===== config.mk =====
export PLATFORM = sky130hd
export DESIGN_NAME = i2c_eeprom_slave
export DESIGN_NICKNAME = d
export VERILOG_FILES = /design/src/rtl/i2cee_pkg.sv /design/src/rtl/i2cee_line_sense.sv /design/src/rtl/i2cee_addr_reg.sv /design/src/rtl/i2c_eeprom_slave.sv
export SDC_FILE = /design/constraint.sdc
export NUM_CORES = 1
export LEC_CHECK = 0
export BUFFER_PORTS_ARGS = -buffer_cell sky130_fd_sc_hd__clkbuf_2
export CORE_MARGIN = 2
export CORE_UTILIZATION = 60
export DETAILED_ROUTE_END_ITERATION = 10
export PLACE_DENSITY = 0.83
export SLEW_MARGIN = 15
export SYNTH_ARGS = -nofsm -noshare
export SYNTH_HDL_FRONTEND = slang
export SYNTH_HIERARCHICAL = 1
export SYNTH_SLANG_ARGS = --single-unit

===== constraint.sdc =====
create_clock -name clk -period 7.7 [get_ports clk]
set_clock_uncertainty 0.05 [all_clocks]
set_input_delay 1.925 -clock clk [delete_from_list [all_inputs] [get_ports clk]]
set_output_delay 1.925 -clock clk [all_outputs]
set_load 0.005 [all_outputs]

===== src/rtl/i2cee_pkg.sv =====
package i2cee_pkg;

   typedef enum logic [3:0] {
      ST_IDLE,
      ST_DEV,
      ST_WADR,
      ST_WDAT,
      ST_ACK_DRV,
      ST_ACK_END,
      ST_RDAT,
      ST_RREL,
      ST_RSMP,
      ST_RNXT,
      ST_WAIT
   } ee_state_e;

endpackage


===== src/rtl/i2cee_line_sense.sv =====
module i2cee_line_sense (
   input  logic clk,
   input  logic rst_n,
   input  logic scl_i,
   input  logic sda_i,
   output logic scl_lvl,
   output logic sda_lvl,
   output logic ev_rise,
   output logic ev_fall,
   output logic ev_start,
   output logic ev_stop
);
   logic scl_p, sda_p;

   always_ff @(posedge clk or negedge rst_n) begin
      if (!rst_n) begin
         scl_lvl <= 1'b1;
         sda_lvl <= 1'b1;
         scl_p   <= 1'b1;
         sda_p   <= 1'b1;
      end else begin
         scl_lvl <= scl_i;
         sda_lvl <= sda_i;
         scl_p   <= scl_lvl;
         sda_p   <= sda_lvl;
      end
   end

   assign ev_rise  =  scl_lvl & ~scl_p;
   assign ev_fall  = ~scl_lvl &  scl_p;
   assign ev_start =  scl_lvl &  scl_p &  sda_p & ~sda_lvl;
   assign ev_stop  =  scl_lvl &  scl_p & ~sda_p &  sda_lvl;

endmodule


===== src/rtl/i2cee_addr_reg.sv =====
module i2cee_addr_reg #(
   parameter int ADDR_W = 10,
   parameter int PAGE_W = 4
) (
   input  logic                  clk,
   input  logic                  rst_n,
   input  logic                  ld_hi,
   input  logic [ADDR_W-9:0]     hi_val,
   input  logic                  ld_lo,
   input  logic [7:0]            lo_val,
   input  logic                  inc_seq,
   input  logic                  inc_pg,
   input  logic                  invalidate,
   output logic [ADDR_W-1:0]     addr,
   output logic                  valid
);
   localparam logic [ADDR_W-1:0] A_ONE  = 1;
   localparam logic [PAGE_W-1:0] PG_ONE = 1;

   generate
      if (PAGE_W < 1 || PAGE_W > 8) begin : g_bad_page
         $error("PAGE_W must lie in 1..8");
      end
   endgenerate

   always_ff @(posedge clk or negedge rst_n) begin
      if (!rst_n) begin
         addr  <= '0;
         valid <= 1'b1;
      end else begin
         if (ld_hi)   addr[ADDR_W-1:8] <= hi_val;
         if (ld_lo)   addr[7:0]        <= lo_val;
         if (inc_seq) addr             <= addr + A_ONE;
         if (inc_pg)  addr[PAGE_W-1:0] <= addr[PAGE_W-1:0] + PG_ONE;
         if (ld_lo)           valid <= 1'b1;
         else if (invalidate) valid <= 1'b0;
      end
   end

   assert_seq_wrap_R7 : assert property (@(posedge clk) disable iff (!rst_n)
      (inc_seq && addr == '1) |=> (addr == '0));

   assert_page_hold_R11 : assert property (@(posedge clk) disable iff (!rst_n)
      (inc_pg && !ld_hi && !ld_lo) |=> (addr[ADDR_W-1:PAGE_W] == $past(addr[ADDR_W-1:PAGE_W])));

endmodule


===== src/rtl/i2c_eeprom_slave.sv =====
module i2c_eeprom_slave #(
   parameter int          ADDR_W    = 10,
   parameter int          PAGE_W    = 4,
   parameter logic [3:0]  DEV_ID    = 4'b1010,
   parameter logic [7:0]  FILL_BYTE = 8'hFF
) (
   input  logic               clk,
   input  logic               rst_n,
   input  logic               scl_i,
   input  logic               sda_i,
   output logic               sda_oe,
   input  logic               strap_a2,
   input  logic               busy_i,
   output logic [ADDR_W-1:0]  mem_addr,
   input  logic [7:0]         mem_rdata,
   output logic               wr_stb,
   output logic [ADDR_W-1:0]  wr_addr,
   output logic [7:0]         wr_data,
   output logic               wr_commit,
   output logic               wr_cancel
);
   import i2cee_pkg::*;

   localparam int HI_W = ADDR_W - 8;

   generate
      if (ADDR_W < 9 || ADDR_W > 10) begin : g_bad_aw
         $error("ADDR_W must be 9 or 10: select byte carries at most two address bits");
      end
   endgenerate

   logic scl_lvl, sda_lvl, ev_rise, ev_fall, ev_start, ev_stop;

   i2cee_line_sense u_sense (
      .clk      (clk),
      .rst_n    (rst_n),
      .scl_i    (scl_i),
      .sda_i    (sda_i),
      .scl_lvl  (scl_lvl),
      .sda_lvl  (sda_lvl),
      .ev_rise  (ev_rise),
      .ev_fall  (ev_fall),
      .ev_start (ev_start),
      .ev_stop  (ev_stop)
   );

   ee_state_e   st, nxt;
   logic [2:0]  cnt;
   logic [6:0]  sh;
   logic [7:0]  tx;
   logic        oe;
   logic        staged;

   logic [7:0]        byte_in;
   logic              last_bit, sel_ok, in_read, byte_done;
   logic              ld_hi, ld_lo, inc_seq, inc_pg, invalidate;
   logic [ADDR_W-1:0] cur_addr;
   logic              addr_valid;
   logic [7:0]        rd_byte;

   assign byte_in   = {sh, sda_lvl};
   assign last_bit  = (cnt == 3'd7);
   assign byte_done = ev_rise && last_bit;
   assign sel_ok    = (byte_in[7:4] == DEV_ID) && (byte_in[3] == strap_a2) && !busy_i;
   assign in_read   = (st == ST_RDAT) || (st == ST_RREL) || (st == ST_RSMP) || (st == ST_RNXT) ||
                      (((st == ST_ACK_DRV) || (st == ST_ACK_END)) && (nxt == ST_RDAT));

   always_comb begin
      ld_hi      = (st == ST_DEV)  && byte_done && sel_ok;
      ld_lo      = (st == ST_WADR) && byte_done && !busy_i;
      inc_pg     = (st == ST_WDAT) && byte_done && !busy_i;
      inc_seq    = (st == ST_RSMP) && ev_rise;
      invalidate = (ev_start || ev_stop) && in_read;
   end

   i2cee_addr_reg #(.ADDR_W(ADDR_W), .PAGE_W(PAGE_W)) u_addr (
      .clk        (clk),
      .rst_n      (rst_n),
      .ld_hi      (ld_hi),
      .hi_val     (byte_in[HI_W:1]),
      .ld_lo      (ld_lo),
      .lo_val     (byte_in),
      .inc_seq    (inc_seq),
      .inc_pg     (inc_pg),
      .invalidate (invalidate),
      .addr       (cur_addr),
      .valid      (addr_valid)
   );

   assign mem_addr = cur_addr;
   assign rd_byte  = addr_valid ? mem_rdata : FILL_BYTE;
   assign sda_oe   = oe;

   always_ff @(posedge clk or negedge rst_n) begin
      if (!rst_n) begin
         st        <= ST_IDLE;
         nxt       <= ST_IDLE;
         cnt       <= '0;
         sh        <= '0;
         tx        <= '0;
         oe        <= 1'b0;
         staged    <= 1'b0;
         wr_stb    <= 1'b0;
         wr_addr   <= '0;
         wr_data   <= '0;
         wr_commit <= 1'b0;
         wr_cancel <= 1'b0;
      end else begin
         wr_stb    <= 1'b0;
         wr_commit <= 1'b0;
         wr_cancel <= 1'b0;
         if (ev_start || ev_stop) begin
            oe     <= 1'b0;
            cnt    <= '0;
            staged <= 1'b0;
            if (ev_stop  && staged) wr_commit <= 1'b1;
            if (ev_start && staged) wr_cancel <= 1'b1;
            st <= ev_start ? ST_DEV : ST_IDLE;
         end else begin
            case (st)
               ST_DEV, ST_WADR, ST_WDAT: begin
                  if (ev_rise) begin
                     sh  <= byte_in[6:0];
                     cnt <= cnt + 3'd1;
                     if (last_bit) begin
                        if (st == ST_DEV) begin
                           if (sel_ok) begin
                              nxt <= byte_in[0] ? ST_RDAT : ST_WADR;
                              st  <= ST_ACK_DRV;
                           end else begin
                              st  <= ST_IDLE;
                           end
                        end else if (busy_i) begin
                           st <= ST_IDLE;
                        end else begin
                           nxt <= ST_WDAT;
                           st  <= ST_ACK_DRV;
                           if (st == ST_WDAT) begin
                              wr_stb  <= 1'b1;
                              wr_addr <= cur_addr;
                              wr_data <= byte_in;
                              staged  <= 1'b1;
                           end
                        end
                     end
                  end
               end
               ST_ACK_DRV: begin
                  if (ev_fall) begin
                     oe <= 1'b1;
                     st <= ST_ACK_END;
                  end
               end
               ST_ACK_END: begin
                  if (ev_fall) begin
                     cnt <= '0;
                     if (nxt == ST_RDAT) begin
                        tx <= rd_byte;
                        oe <= ~rd_byte[7];
                     end else begin
                        oe <= 1'b0;
                     end
                     st <= nxt;
                  end
               end
               ST_RDAT: begin
                  if (ev_rise) begin
                     cnt <= cnt + 3'd1;
                     if (last_bit) st <= ST_RREL;
                  end
                  if (ev_fall) begin
                     tx <= {tx[6:0], 1'b0};
                     oe <= ~tx[6];
                  end
               end
               ST_RREL: begin
                  if (ev_fall) begin
                     oe <= 1'b0;
                     st <= ST_RSMP;
                  end
               end
               ST_RSMP: begin
                  if (ev_rise) st <= sda_lvl ? ST_WAIT : ST_RNXT;
               end
               ST_RNXT: begin
                  if (ev_fall) begin
                     tx  <= rd_byte;
                     oe  <= ~rd_byte[7];
                     cnt <= '0;
                     st  <= ST_RDAT;
                  end
               end
               default: ;
            endcase
         end
      end
   end

   assert_abort_release_R1 : assert property (@(posedge clk) disable iff (!rst_n)
      (ev_start || ev_stop) |=> !sda_oe);

   assert_oe_scl_low_R4 : assert property (@(posedge clk) disable iff (!rst_n)
      (scl_lvl && $past(scl_lvl)) |-> $stable(sda_oe));

   assert_busy_no_ack_R5 : assert property (@(posedge clk) disable iff (!rst_n)
      (st == ST_ACK_DRV && $past(st) != ST_ACK_DRV) |-> !$past(busy_i));

   assert_nack_quiet_R8 : assert property (@(posedge clk) disable iff (!rst_n)
      (st == ST_WAIT) |-> !sda_oe);

   assert_ack_drive_R3 : assert property (@(posedge clk) disable iff (!rst_n)
      $rose(sda_oe) |-> (st == ST_ACK_END || st == ST_RDAT));

endmodule


## Word level (Yosys, flattened, before mapping)

Cells that the tools add are included.
Widths: inputs -> output; s select.

| cells by class | value |
|---|---|
| add/subtract/negate cells | 3 |
| equal/unequal tests | 33 |
| multiplexer cells | 62 |
| bitwise logic cells | 16 |
| reduce and logical (&&, ||, !) cells | 44 |

Operators with widths:

| operator | number |
|---|---|
| $mux 4 | 15 |
| $mux 1 | 28 |
| $mux 7 | 4 |
| $pmux 4 s7 | 1 |
| $ne 3x2->1 const B | 8 |
| $reduce_and 6->1 | 4 |
| $pmux 7 s3 | 1 |
| $eq 4x3->1 const B | 5 |
| $mux 3 | 6 |
| $mux 8 | 2 |
| $logic_and 1x1->1 | 14 |
| $reduce_bool 2->1 | 7 |
| $eq 4x4->1 const B | 3 |
| $add 10x1->10 const B | 1 |
| $mux 10 | 1 |
| $reduce_and 10->1 | 1 |
| $not 1->1 | 9 |
| $reduce_bool 3->1 | 3 |
| $eq 4x2->1 const B | 2 |
| $ne 2x1->1 const B | 4 |
| $ne 2x2->1 const B | 4 |
| $reduce_bool 8->1 | 1 |
| $and 1x1->1 | 7 |
| $reduce_and 7->1 | 1 |
| 17 further kinds | 26 |

| storage, ports and cells | value |
|---|---|
| flip-flop bits (word level) | 63 |
| input bits | 14 |
| output and inout port bits | 32 |
| word-level logic and storage cells | 178 |

## Depth between registers and ports, before layout

| depth | value |
|---|---|
| depth in word-level cells | 9 |
| depth in mapped cells | 9 |
| gate-level depth less buffers | 8 |

## Hierarchy

The synthesis kept the hierarchy.

By module, submodules not included:

| module | times used | cells each | area each (um2) | sequential area each (um2) |
|---|---|---|---|---|
| i2c_eeprom_slave | 1 | 208 | 2344.7 | 1176.1 |
| i2cee_addr_reg | 1 | 74 | 669.4 | 276.5 |
| i2cee_line_sense | 1 | 8 | 137.6 | 105.1 |

## Worst setup path after synthesis

No wires, ideal clock.

| path | value |
|---|---|
| path kind | in2reg |
| from | input busy_i |
| to | register wr_addr[1] |
| setup time | 125 ps |
| data arrival time | 3345 ps |
| data required time | 7525 ps |
| path slack | 4180 ps |
| stages on the path | 4 |
| path buffers | 1 |
| cells stage by stage | or4_4 -> nor3_4 -> buf_12 -> mux2_4 |

| on the way | value |
|---|---|
| cells in the longest elaborated chain, start to end | 2 |

Ends and longest elaborated chain:

| item | line | RTL |
|---|---|---|
| from (decl) | i2c_eeprom_slave.sv:13 | `input logic busy_i,` |
| $not 1->1 (no line) | - |  |
| $reduce_and 7->1 (no line) | - |  |
| to (signal assigned) | i2c_eeprom_slave.sv:140 | `wr_addr <= cur_addr;` |
| to (decl) | i2c_eeprom_slave.sv:17 | `output logic [ADDR_W-1:0] wr_addr,` |

No other way between the ends.
A chain may end at the register's enable or synchronous reset.

## Worst setup path in the final report

| path | value |
|---|---|
| from | input busy_i |
| to | register wr_data[6] |

| on the way | value |
|---|---|
| cells in the longest elaborated chain, start to end | 2 |

Ends and longest elaborated chain:

| item | line | RTL |
|---|---|---|
| $not 1->1 (no line) | - |  |
| $reduce_and 7->1 (no line) | - |  |
| to (signal assigned) | i2c_eeprom_slave.sv:141 | `wr_data <= byte_in;` |
| to (decl) | i2c_eeprom_slave.sv:18 | `output logic [7:0] wr_data,` |

No other way between the ends.

==> results_dict.tcl <==
set metrics [dict create \
    dr.first_iter.drc_count 214 \
    overflow 0 \
    power.leakage_nw 1.67 \
    setup_viol 0 \
    synth-edff-count 0 \
    cts_hold_buf 0 \
    grt_pass1_wl_um 11400 \
    ctsResizeCount 0 \
    syn_nets 307 \
    finalCritPeriodShare 0.484 \
    min_period_ps 3720 \
    cpLargestDelayFamily "simple AND/OR/NAND/NOR gates" \
    critPathBufInv 1 \
    clk_pin_slew_worst_paths_ps 70 \
    ant_nets 0 \
    slew_violations 0 \
    grt_setup_unrepaired "false" \
    ys.flop_type "dfrtp_1" \
    syn_inst 290 \
    die_x_um 76.5 \
    fill_cells 387 \
    die_area_mm2 0.00585 \
    hp-class "reg -> reg" \
    peakVddDrop_uv 161 \
    cts_buffers 9 \
    slew-limit-headroom 0.265 \
    syn2layout_area_growth_pct 15.9 \
    synth_top_area_share 0.453 \
    cts-root-buf "clkbuf_8" \
    power.density_mw_per_mm2 237 \
    grt_max_degree 63 \
    insertion_delay_ps 340 \
    antenna_found_initial 0 \
    seq_area_frac_synth 0.494 \
    cp_data_arrival_time_ps 3900 \
    fp.dieH_um 76.5 \
    worst_path_largest_cell_delay_ps 920 \
    wire_per_inst_um 16.3 \
    crit_path_top_delay_cell "nor3_4" \
    nets 354 \
    cts_tree "yes" \
    pwr-share-comb 0.149 \
    drive_above_1_share 0.310 \
    rows 26 \
    drc 0 \
    vias 2446 \
    pwr-share-seq 0.472 \
    wl_um 6720 \
    ys_warn_count 6 \
    postCtsSetupRepairBufs 0 \
    synth-seq-cells 62 \
    clkPwrFrac 0.379 \
    crit_path_cell_trace "clkbuf_2 > or4_4 > nor3_4 > mux2_2" \
    p_sw_frac 0.285 \
    seq_area_mm2 0.00156 \
    worstSetupEndpointType "register" \
    path_class "in -> reg" \
    netlist_area_mm2 0.00315 \
    place_congestion 0.901 \
    port_buffers 45 \
    ios 46 \
    syn_area_per_cell_um2 10.9 \
    dp_hpwl_um 4520 \
    cts_buffer_depth 2 \
    max_cap_violations 0 \
    diodes 0 \
    clock-sinks 62 \
    critPathMaxFanout 19 \
    start_util 0.621 \
    run_status "complete, no violations" \
    track_usage 0.243 \
    synth-async-reset-ratio 1.00 \
    fmax_ghz 0.269 \
    synth.largest_area_cell "dfrtp_1" \
    required_ps 7880 \
    crit_path_start_kind "primary input" \
    grt_pass1_vias 2342 \
    p_int_w 0.000619 \
    switching_power_w 0.000246 \
    multi_input_area_mm2 0.00150 \
    fin_area_mm2 0.00365 \
    cts-htree-levels 3 \
    core_mm2 0.00507 \
    synth_area_leaders "dfrtp_1, mux2_2, mux2_4" \
    worstMarginPinSlew_ps 1100 \
    setup_tns_ps 0 \
    dpl_cell_area_mm2 0.00342 \
    synth.distinct_cells 56 \
    viasPerCell 5.94 \
    final-hold-violation-count 0 \
    firstDrtPassIters 4 \
]
routing by layer:
metal  vias up  global-route usage  wire length [µm]
met5         -                   0                 0
met3         5              0.0427               417
met2       100               0.367              3180
met1      1178               0.359              3100
li1       1163                   -                 -
met4         0              0.0818                29
kinds of logic (layout without fill, tap and decap cells):
kind of cell / after synthesis / after routing / share of synthesized area
AOI/OAI and AO/OA: 72 / 72 / 0.149
xor gates and xnor gates: 2 / 2 / 0.00556
adders and majority gates: 3 / 3 / 0.0119
buffers and inverters: 21 / 73 / 0.0306
DFF: 62 / 62 / 0.494
muxes: 36 / 36 / 0.138
and+or+nand+nor: 94 / 94 / 0.171
cell usage after synthesis (all sizes together), types with 6 or more instances:
| cell type | n |
|---|---|
| nor2 | 17 |
| mux2 | 33 |
| nand2b | 6 |
| a21oi | 17 |
| o21ai | 18 |
| clkbuf | 9 |
| nor2b | 15 |
| a31oi | 7 |
| nand2 | 16 |
| inv | 10 |
| dfrtp | 57 |
| nor3 | 7 |
placed cells by master, fill, tap and decap left out, types with 3 or more instances in the layout:
cell type and n:
a211oi_1 5, a21oi_1 17, a31oi_1 7, and2_1 3, clkbuf_2 45, clkbuf_8 11
dfrtp_1 57, dfstp_2 5, ha_1 3, inv_1 10, mux2_2 24, mux2_4 9
mux2i_1 3, nand2_1 16, nand2b_1 6, nand3_1 5, nand4_1 4, nor2_1 17
nor2b_1 15, nor3_1 6, o211a_1 3, o21ai_0 18, o31ai_1 3
power groups by stage:
stage	logic, W	clock network, W	registers (W)
5_1_grt	0.000145	0.000348	0.000414
6_report	0.000128	0.000328	0.000408
3_5_place_dp	0.000128	0	0.000412
2_1_floorplan	0.000110	0	0.000385
4_1_cts	0.000129	0.000332	0.000406
3_3_place_gp	0.000125	0	0.000412
metrics by stage:
stage,total power [W],setup slack (ps),util,std cells,hold slack [ps]
finish,0.000865,3980,0.720,412,343
global route,0.000908,3860,0.720,412,341
CTS,0.000867,3990,0.720,412,337
detailed placement,0.000540,3630,0.674,396,333
global placement,0.000537,3670,0.674,396,325
floorplan,0.000495,4180,-,290,318
final timing paths:
| check | start | end | slack, ps | cells past startpoint |
|---|---|---|---|---|
| min | u_sense/scl_lvl | u_sense/scl_p | 340 | 0 |
| max in group asynchronous | rst_n | wr_addr[6] | 5410 | 2 |
| max | busy_i | wr_data[6] | 3980 | 4 |
| max reg2reg | u_sense/scl_lvl | wr_data[6] | 4580 | 5 |
| min reg2reg | u_sense/scl_lvl | u_sense/scl_p | 340 | 0 |
| min in group asynchronous | rst_n | cnt[1] | 1680 | 2 |
registers in the layout, summed over array words and instances, names as in the netlist:
| register | cells |
|---|---|
| cnt | 3 |
| nxt | 3 |
| sda_oe | 1 |
| sh | 7 |
| st | 4 |
| staged | 1 |
| tx | 7 |
| u_addr/addr | 10 |
| u_addr/valid | 1 |
| u_sense/scl_lvl | 1 |
| u_sense/scl_p | 1 |
| u_sense/sda_lvl | 1 |
| u_sense/sda_p | 1 |
| wr_addr | 10 |
| wr_cancel | 1 |
| wr_commit | 1 |
| wr_data | 8 |
| wr_stb | 1 |
final cells by class:
| type | instances | area share |
|---|---|---|
| clock buffers | 11 | 0.0414 |
| clock inverters | 5 | 0.0223 |
| inverters | 10 | 0.0103 |
| multi-input cells | 207 | 0.410 |
| flip-flops and latches | 62 | 0.426 |
| well taps | 70 | 0.0240 |
| repair buffers | 47 | 0.0658 |
(Power assumes the default switching activity.)
